**src/rtl/aux_seq_pkg.sv**
```systemverilog
package aux_seq_pkg;
  typedef enum logic [1:0] {
    ST_OK     = 2'd0,
    ST_BUSY   = 2'd1,
    ST_NODEV  = 2'd2,
    ST_REMOTE = 2'd3
  } aux_status_e;

  typedef enum logic [3:0] {
    S_IDLE, S_WAIT_IDLE, S_WAIT_GRANT, S_SINK, S_RST_HI, S_RST_LO,
    S_BACKOFF, S_ISSUE, S_POLL, S_UNLOAD, S_FINISH
  } aux_state_e;
endpackage

```
**src/rtl/aux_us_tick.sv**
```systemverilog
module aux_us_tick #(
  parameter int CLK_PER_US = 100
) (
  input  logic clk_i,
  input  logic rst_ni,
  output logic tick_o
);
  localparam int CW = (CLK_PER_US > 1) ? $clog2(CLK_PER_US) : 1;
  logic [CW-1:0] cnt_q;

  always_ff @(posedge clk_i or negedge rst_ni) begin
    if (!rst_ni) cnt_q <= '0;
    else if (cnt_q == CW'(CLK_PER_US - 1)) cnt_q <= '0;
    else cnt_q <= cnt_q + CW'(1);
  end

  assign tick_o = (cnt_q == CW'(CLK_PER_US - 1));
endmodule

```
**src/rtl/aux_us_timer.sv**
```systemverilog
module aux_us_timer #(
  parameter int W = 10
) (
  input  logic         clk_i,
  input  logic         rst_ni,
  input  logic         clr_i,
  input  logic         tick_i,
  input  logic [W-1:0] limit_i,
  output logic         last_o
);
  logic [W-1:0] cnt_q;

  always_ff @(posedge clk_i or negedge rst_ni) begin
    if (!rst_ni) cnt_q <= '0;
    else if (clr_i) cnt_q <= '0;
    else if (tick_i) cnt_q <= cnt_q + W'(1);
  end

  // fires on the tick that completes limit_i ticks
  assign last_o = tick_i && (cnt_q == limit_i - W'(1));
endmodule

```
**src/rtl/aux_byte_mask.sv**
```systemverilog
module aux_byte_mask #(
  parameter int NBYTES = 16,
  parameter int LEN_W  = 5
) (
  input  logic [NBYTES*8-1:0] data_i,
  input  logic [LEN_W-1:0]    len_i,
  output logic [NBYTES*8-1:0] data_o
);
  for (genvar b = 0; b < NBYTES; b++) begin : g_byte
    assign data_o[8*b +: 8] = (len_i > LEN_W'(b)) ? data_i[8*b +: 8] : 8'h00;
  end
endmodule

```
**src/rtl/aux_txn_seq.sv**
```systemverilog
module aux_txn_seq
  import aux_seq_pkg::*;
#(
  parameter int         CLK_PER_US = 100,
  parameter int         TIMEOUT_US = 1000,
  parameter int         BACKOFF_US = 400,
  parameter int         MAX_TRIES  = 32,
  parameter int         NBYTES     = 16,
  parameter int         ADDR_W     = 20,
  parameter logic [1:0] GRANT_CODE = 2'b01
) (
  input  logic                clk_i,
  input  logic                rst_ni,
  input  logic                start_i,
  input  logic [3:0]          cmd_i,
  input  logic [ADDR_W-1:0]   addr_i,
  input  logic [$clog2(NBYTES+1)-1:0] len_i,
  input  logic [NBYTES*8-1:0] wdata_i,
  output logic                busy_o,
  output logic                done_o,
  output logic [1:0]          status_o,
  output logic [NBYTES*8-1:0] rdata_o,
  input  logic                ch_busy_i,
  output logic                own_req_o,
  input  logic [1:0]          own_ack_i,
  input  logic                sink_present_i,
  output logic [15:0]         eng_ctrl_o,
  output logic [ADDR_W-1:0]   eng_addr_o,
  output logic [NBYTES*8-1:0] eng_wbuf_o,
  output logic                eng_reset_o,
  output logic                eng_start_o,
  input  logic                eng_pending_i,
  input  logic [3:0]          eng_err_i,
  input  logic [NBYTES*8-1:0] eng_rbuf_i
);
  localparam int LEN_W = $clog2(NBYTES + 1);
  localparam int BUF_W = NBYTES * 8;
  localparam int TMAX  = (TIMEOUT_US > BACKOFF_US) ? TIMEOUT_US : BACKOFF_US;
  localparam int TMR_W = $clog2(TMAX + 1);
  localparam int TRY_W = $clog2(MAX_TRIES + 1);

  aux_state_e state_q, state_d;
  aux_status_e stat_q, stat_d;
  logic [3:0]        cmd_q;
  logic [ADDR_W-1:0] addr_q;
  logic [LEN_W-1:0]  len_q, len_in;
  logic [BUF_W-1:0]  wbuf_q, rdata_q, wmask, rmask;
  logic [TRY_W-1:0]  tries_q;
  logic              own_q, tick, tmr_last, tmr_clr;
  logic [TMR_W-1:0]  tmr_limit;

  // out-of-range counts are clamped to 1..NBYTES
  always_comb begin
    if (len_i == '0) len_in = LEN_W'(1);
    else if (len_i > LEN_W'(NBYTES)) len_in = LEN_W'(NBYTES);
    else len_in = len_i;
  end

  aux_us_tick #(.CLK_PER_US(CLK_PER_US)) u_tick (
    .clk_i(clk_i), .rst_ni(rst_ni), .tick_o(tick)
  );

  assign tmr_limit = (state_q == S_BACKOFF) ? TMR_W'(BACKOFF_US) : TMR_W'(TIMEOUT_US);
  assign tmr_clr   = (state_d != state_q);

  aux_us_timer #(.W(TMR_W)) u_timer (
    .clk_i(clk_i), .rst_ni(rst_ni), .clr_i(tmr_clr), .tick_i(tick),
    .limit_i(tmr_limit), .last_o(tmr_last)
  );

  aux_byte_mask #(.NBYTES(NBYTES), .LEN_W(LEN_W)) u_wmask (
    .data_i(wdata_i), .len_i(len_in), .data_o(wmask)
  );
  aux_byte_mask #(.NBYTES(NBYTES), .LEN_W(LEN_W)) u_rmask (
    .data_i(eng_rbuf_i), .len_i(len_q), .data_o(rmask)
  );

  always_comb begin
    state_d = state_q;
    stat_d  = stat_q;
    unique case (state_q)
      S_IDLE:       if (start_i) begin state_d = S_WAIT_IDLE; stat_d = ST_OK; end
      S_WAIT_IDLE: begin
        if (tick && !ch_busy_i) state_d = S_WAIT_GRANT;
        else if (tmr_last) begin state_d = S_FINISH; stat_d = ST_BUSY; end
      end
      S_WAIT_GRANT: begin
        if (tick && own_ack_i == GRANT_CODE) state_d = S_SINK;
        else if (tmr_last) begin state_d = S_FINISH; stat_d = ST_BUSY; end
      end
      S_SINK: begin
        if (sink_present_i) state_d = S_RST_HI;
        else begin state_d = S_FINISH; stat_d = ST_NODEV; end
      end
      S_RST_HI:  state_d = S_RST_LO;
      S_RST_LO:  state_d = (tries_q == '0) ? S_ISSUE : S_BACKOFF;
      S_BACKOFF: if (tmr_last) state_d = S_ISSUE;
      S_ISSUE:   state_d = S_POLL;
      S_POLL: begin
        if (tick && !eng_pending_i) begin
          if (eng_err_i == '0) state_d = S_UNLOAD;
          else if (tries_q == TRY_W'(MAX_TRIES - 1)) begin
            state_d = S_FINISH; stat_d = ST_REMOTE;
          end else state_d = S_RST_HI;
        end else if (tmr_last) begin
          state_d = S_FINISH; stat_d = ST_REMOTE;
        end
      end
      S_UNLOAD:  state_d = S_FINISH;
      S_FINISH:  state_d = S_IDLE;
      default:   state_d = S_IDLE;
    endcase
  end

  always_ff @(posedge clk_i or negedge rst_ni) begin
    if (!rst_ni) begin
      state_q <= S_IDLE;
      stat_q  <= ST_OK;
      cmd_q   <= '0;
      addr_q  <= '0;
      len_q   <= LEN_W'(1);
      wbuf_q  <= '0;
      rdata_q <= '0;
      tries_q <= '0;
      own_q   <= 1'b0;
    end else begin
      state_q <= state_d;
      stat_q  <= stat_d;
      own_q   <= !(state_d inside {S_IDLE, S_WAIT_IDLE, S_FINISH});
      if (state_q == S_IDLE && start_i) begin
        cmd_q   <= cmd_i;
        addr_q  <= addr_i;
        len_q   <= len_in;
        wbuf_q  <= cmd_i[0] ? '0 : wmask;
        rdata_q <= '0;
        tries_q <= '0;
      end
      if (state_q == S_POLL && state_d == S_RST_HI) tries_q <= tries_q + TRY_W'(1);
      if (state_q == S_UNLOAD && cmd_q[0]) rdata_q <= rmask;
    end
  end

  assign busy_o      = (state_q != S_IDLE);
  assign done_o      = (state_q == S_FINISH);
  assign status_o    = stat_q;
  assign rdata_o     = rdata_q;
  assign own_req_o   = own_q;
  assign eng_reset_o = (state_q == S_RST_HI);
  assign eng_start_o = (state_q == S_ISSUE);
  assign eng_addr_o  = addr_q;
  assign eng_wbuf_o  = wbuf_q;
  assign eng_ctrl_o  = {cmd_q, 4'h0, 8'(len_q - LEN_W'(1))};
endmodule

```
**config.mk**
```make
export PLATFORM = sky130hd
export DESIGN_NAME = aux_txn_seq
export DESIGN_NICKNAME = d
export VERILOG_FILES = /design/src/rtl/aux_seq_pkg.sv /design/src/rtl/aux_us_tick.sv /design/src/rtl/aux_us_timer.sv /design/src/rtl/aux_byte_mask.sv /design/src/rtl/aux_txn_seq.sv
export SDC_FILE = /design/constraint.sdc
export NUM_CORES = 1
export LEC_CHECK = 0
export BUFFER_PORTS_ARGS = -buffer_cell sky130_fd_sc_hd__buf_2
export CAP_MARGIN = 20
export CORE_AREA = 2 2 233 235
export CTS_CLUSTER_DIAMETER = 80
export CTS_CLUSTER_SIZE = 8
export DETAILED_ROUTE_END_ITERATION = 7
export DIE_AREA = 0 0 235 237
export HOLD_SLACK_MARGIN = 0.03
export PLACE_DENSITY = 0.61
export REMOVE_ABC_BUFFERS = 1
export SKIP_CTS_REPAIR_TIMING = 1
export SYNTH_ARGS = -nofsm -noshare
export SYNTH_HDL_FRONTEND = slang
export SYNTH_HIERARCHICAL = 1
export SYNTH_SLANG_ARGS = --single-unit
```
**constraint.sdc**
```tcl
create_clock -name clk_i -period 5.8 [get_ports clk_i]
set_input_delay 0.58 -clock clk_i [delete_from_list [all_inputs] [get_ports clk_i]]
set_output_delay 0.58 -clock clk_i [all_outputs]
set_load 0.01 [all_outputs]
```
==> results.md <==
* Pleak at 10.4 nW
* Worst Setup Start Kind: flip-flop
* Min-delay worst type: in2async
* Die boundary height at 237 um
* Synth warnings at 6
* Nature of the critical path endpoint: flip-flop
* Area of the core region at 53300 um^2
* Number of distinct library cells after synthesis at 75
* Maximum number of pins on one net before global-route repair at 170
* Number of instances in the synthesized netlist at 1559
* Number of vias per cell after detailed routing at 4.78
* Sequential share of the synthesized area at 51.0%
* Sw Pwr at 3.33 mW
* Count of input and output buffers at 591
* Switching share of power at 38.0%
* Cell internal power dissipation at 5.45 mW
* Result of the run: complete, no violations
* Combinational power share at 34.1%
* GRT Total Usage at 18.3%
* # H-tree levels at 2
* Die outline width at 235 um
* GR Overflow Total at 0
* WL/cell at 18.5 um
* Via count of the first global-routing pass at 13586
* Antenna-violating nets left at 0
* Layout Skew at 0.0215 ns
* Number of max-cap violations at 0
* Cell accounting for the most synthesized area: dfrtp_1
* TritonCTS clock tree: yes
* Portion of synthesized cell area occupied by the leading cell type at 50.8%
* Worst-case clock buffer depth at 3
* Die area at 55700 um^2
* Final HPWL from detailed placement at 36900 um
* Worst-path clk slew at 0.05 ns
* Final weighted congestion of routability-driven global placement at 0.831
* Cts bufs inserted at 46
* Biggest fanout along the worst timing path at 19
* Starting DRC count in detailed routing at 682
* Worst Path Arrival at 5.59 ns
* Initial core utilization at 29.0%
* Cell types occupying the most area after synthesis: dfrtp_1 51%, a22o_1 7.2%, nand2_1 5.6%
* Worst-Margin Slew at 1.09 ns
* Std cell rows at 85
* Vias at 13530
* Critical Setup Path Class: reg2reg
* Portion of total power attributed to the clock network at 28.6%
* I/O pin count at 596
* Total of flip-flops plus latches after synthesis at 315
* Slew Limit Fails at 0
* Seq pwr share at 37.3%
* Minimum setup slack after placement at 0.773 ns
* Post-synthesis average cell area at 9.92 um^2
* Data required time at the worst endpoint at 6.28 ns
* Layout cells sized above 1 at 32.9%
* Fin nets at 2415
* Final-report setup violation count at 0
* Total wirelength of the detailed-routed design at 52300 um
* DR pass1 iterations at 5
* Insertion delay to the later sink of the worst-skew pair at 0.57 ns
* Top_reg_cell synth: dfrtp_1
* Setup repair after global routing missed its margin: no
* Initial antenna violation count at 8
* Cell chosen for the clock root: clkbuf_16
* Synthesized area at 15500 um^2
* Post-synth EDFFs at 0
* F_max at 196 MHz
* First-pass GRT wire length at 80700 um
* Area delta synth->final at 31.2%
* Count of clock tree sinks at 315
* Share of the clock period used by the worst path at 88.1%
* Total power per unit cell area at 433 nW/um^2
* Period minus WS final at 5.11 ns
* Slew headroom at 27.4%
* Minimum hold slack at 0.0438 ns
* Count of unresolved DRC violations after routing at 0
* Async set-or-reset flop fraction in the synthesized netlist at 100%
* Min setup slack post-route at 0.692 ns
* Worst IR Drop VDD at 0.000265 V
* Final Hold Vio Count at 0
[power by group through the flow]
stage,Clock [mW],Combinational [mW],Sequential [mW]
CTS,2.58,3.04,3.28
global route,2.68,3.30,3.36
finish,2.51,2.99,3.28
detailed placement,0,3.04,3.30
floorplan,0,1.35,3.53
global placement,0,2.99,3.28
[final cells by class]
type	count	area (um^2)
fillers	5330	33000
repair buffers	604	3090
clock buffers	57	1200
diodes	8	20.0
multi-input cells	1122	7030
well taps	696	871
flip-flops and latches	315	7880
inverters	23	86.3
clock inverters	5	97.6
[per-stage QoR]
step                      power, mW  instances  util (%)  cell area (um^2)  setup TNS (ns)
after detailed placement       6.34       2760      35.6             19000               0
after global routing           9.35       2824      38.0             20300               0
after CTS                      8.90       2822      38.0             20300               0
final                          8.78       2830      38.1             20300               0
after global placement         6.27       2758      35.6             18900               0
after floorplan                4.88       1460         -             15000         -225.60
[routing by layer]
metal	global-route usage, %	vias up	share of wire (%)	wire length [um]
met2	30.7	539	48	25200
met3	5.81	80	8.3	4340
li1	-	6408	-	-
met1	22.3	6495	41	21300
met5	0	-	0.10	54
met4	5.62	8	2.5	1330
[flip-flops by register name (all words and copies together), names as in the netlist, 2 cells and up]
signal,cells
u_timer/cnt_q,10
tries_q,6
rdata_o,128
u_tick/cnt_q,7
len_q,5
eng_wbuf_o,128
eng_addr_o,20
cmd_q,4
state_q,4
status_o,2
[final timing paths]
check	from	endpoint	slack [ns]	cells past startpoint
worst max register to register	state_q[1]$_DFF_PN0_	u_timer/cnt_q[5]$_DFFE_PN0P_	0.69	16
max in group asynchronous	rst_ni	rdata_o[121]$_DFFE_PN0P_	4.23	2
min in group clk_i	addr_i[18]	eng_addr_o[18]$_DFFE_PN0P_	0.20	3
worst min register to register	eng_addr_o[18]$_DFFE_PN0P_	eng_addr_o[18]$_DFFE_PN0P_	0.46	2
worst max-delay path	state_q[1]$_DFF_PN0_	u_timer/cnt_q[5]$_DFFE_PN0P_	0.69	16
worst min-delay path	rst_ni	eng_wbuf_o[108]$_DFFE_PN0P_	0.04	1
[cell families after synthesis]
logic type,synth area share [%]
AOI/OAI and AO/OA,18.5
muxes,1.04
other,0.0486
and+or+nand+nor,23.4
DFF,51.0
buffers and inverters,4.21
xor gates and xnor gates,1.42
adders and majority gates,0.485
[cell usage in the layout (no fill, tap or decap), types with 13 or more instances in the layout]
cell / n
a22o_1: 128
nand3_1: 13
a21boi_0: 65
xnor2_1: 13
conb_1: 19
nor2b_1: 119
and2b_1: 18
nand2b_1: 131
nor2_1: 27
nand2_1: 231
and2_1: 35
and3_1: 37
inv_1: 23
dfrtp_1: 314
clkbuf_16: 46
buf_2: 590
o21ai_0: 140
[critical path: stages (launching register included)]
cell and delay (ns):
dfrtp_1 0.62, nor2b_1 0.29, nand2_1 0.45, inv_1 0.25, nor4_4 0.34, nand2_1 0.11, xnor2_1 0.14, a311o_1 0.29
a2111oi_2 0.64, o21a_1 0.19, o221ai_1 0.13, o311ai_0 0.16, o32ai_1 0.14, nand2_1 0.34, o2111ai_1 0.31, or3_1 0.40
a21oi_1 0.20
[synth_stat cells, types with 4 or more instances]
master	instances
dfrtp_1	314
clkbuf_1	40
buf_4	13
nand4_1	5
a21oi_1	9
o21ai_0	140
nand2b_1	131
buf_2	54
mux2i_1	7
buf_1	4
nor3b_1	4
nor3_1	4
and2b_1	18
ha_1	6
and2_1	35
inv_1	23
clkbuf_2	4
xnor2_1	13
a21o_1	4
a31oi_1	6
nand3_1	14
nand2_1	231
nor2b_1	122
and3_1	39
a22o_1	128
nor2_1	28
o211ai_1	4
mux2_2	8
a21boi_0	65
xor2_1	12
(Power assumes the default switching activity.)
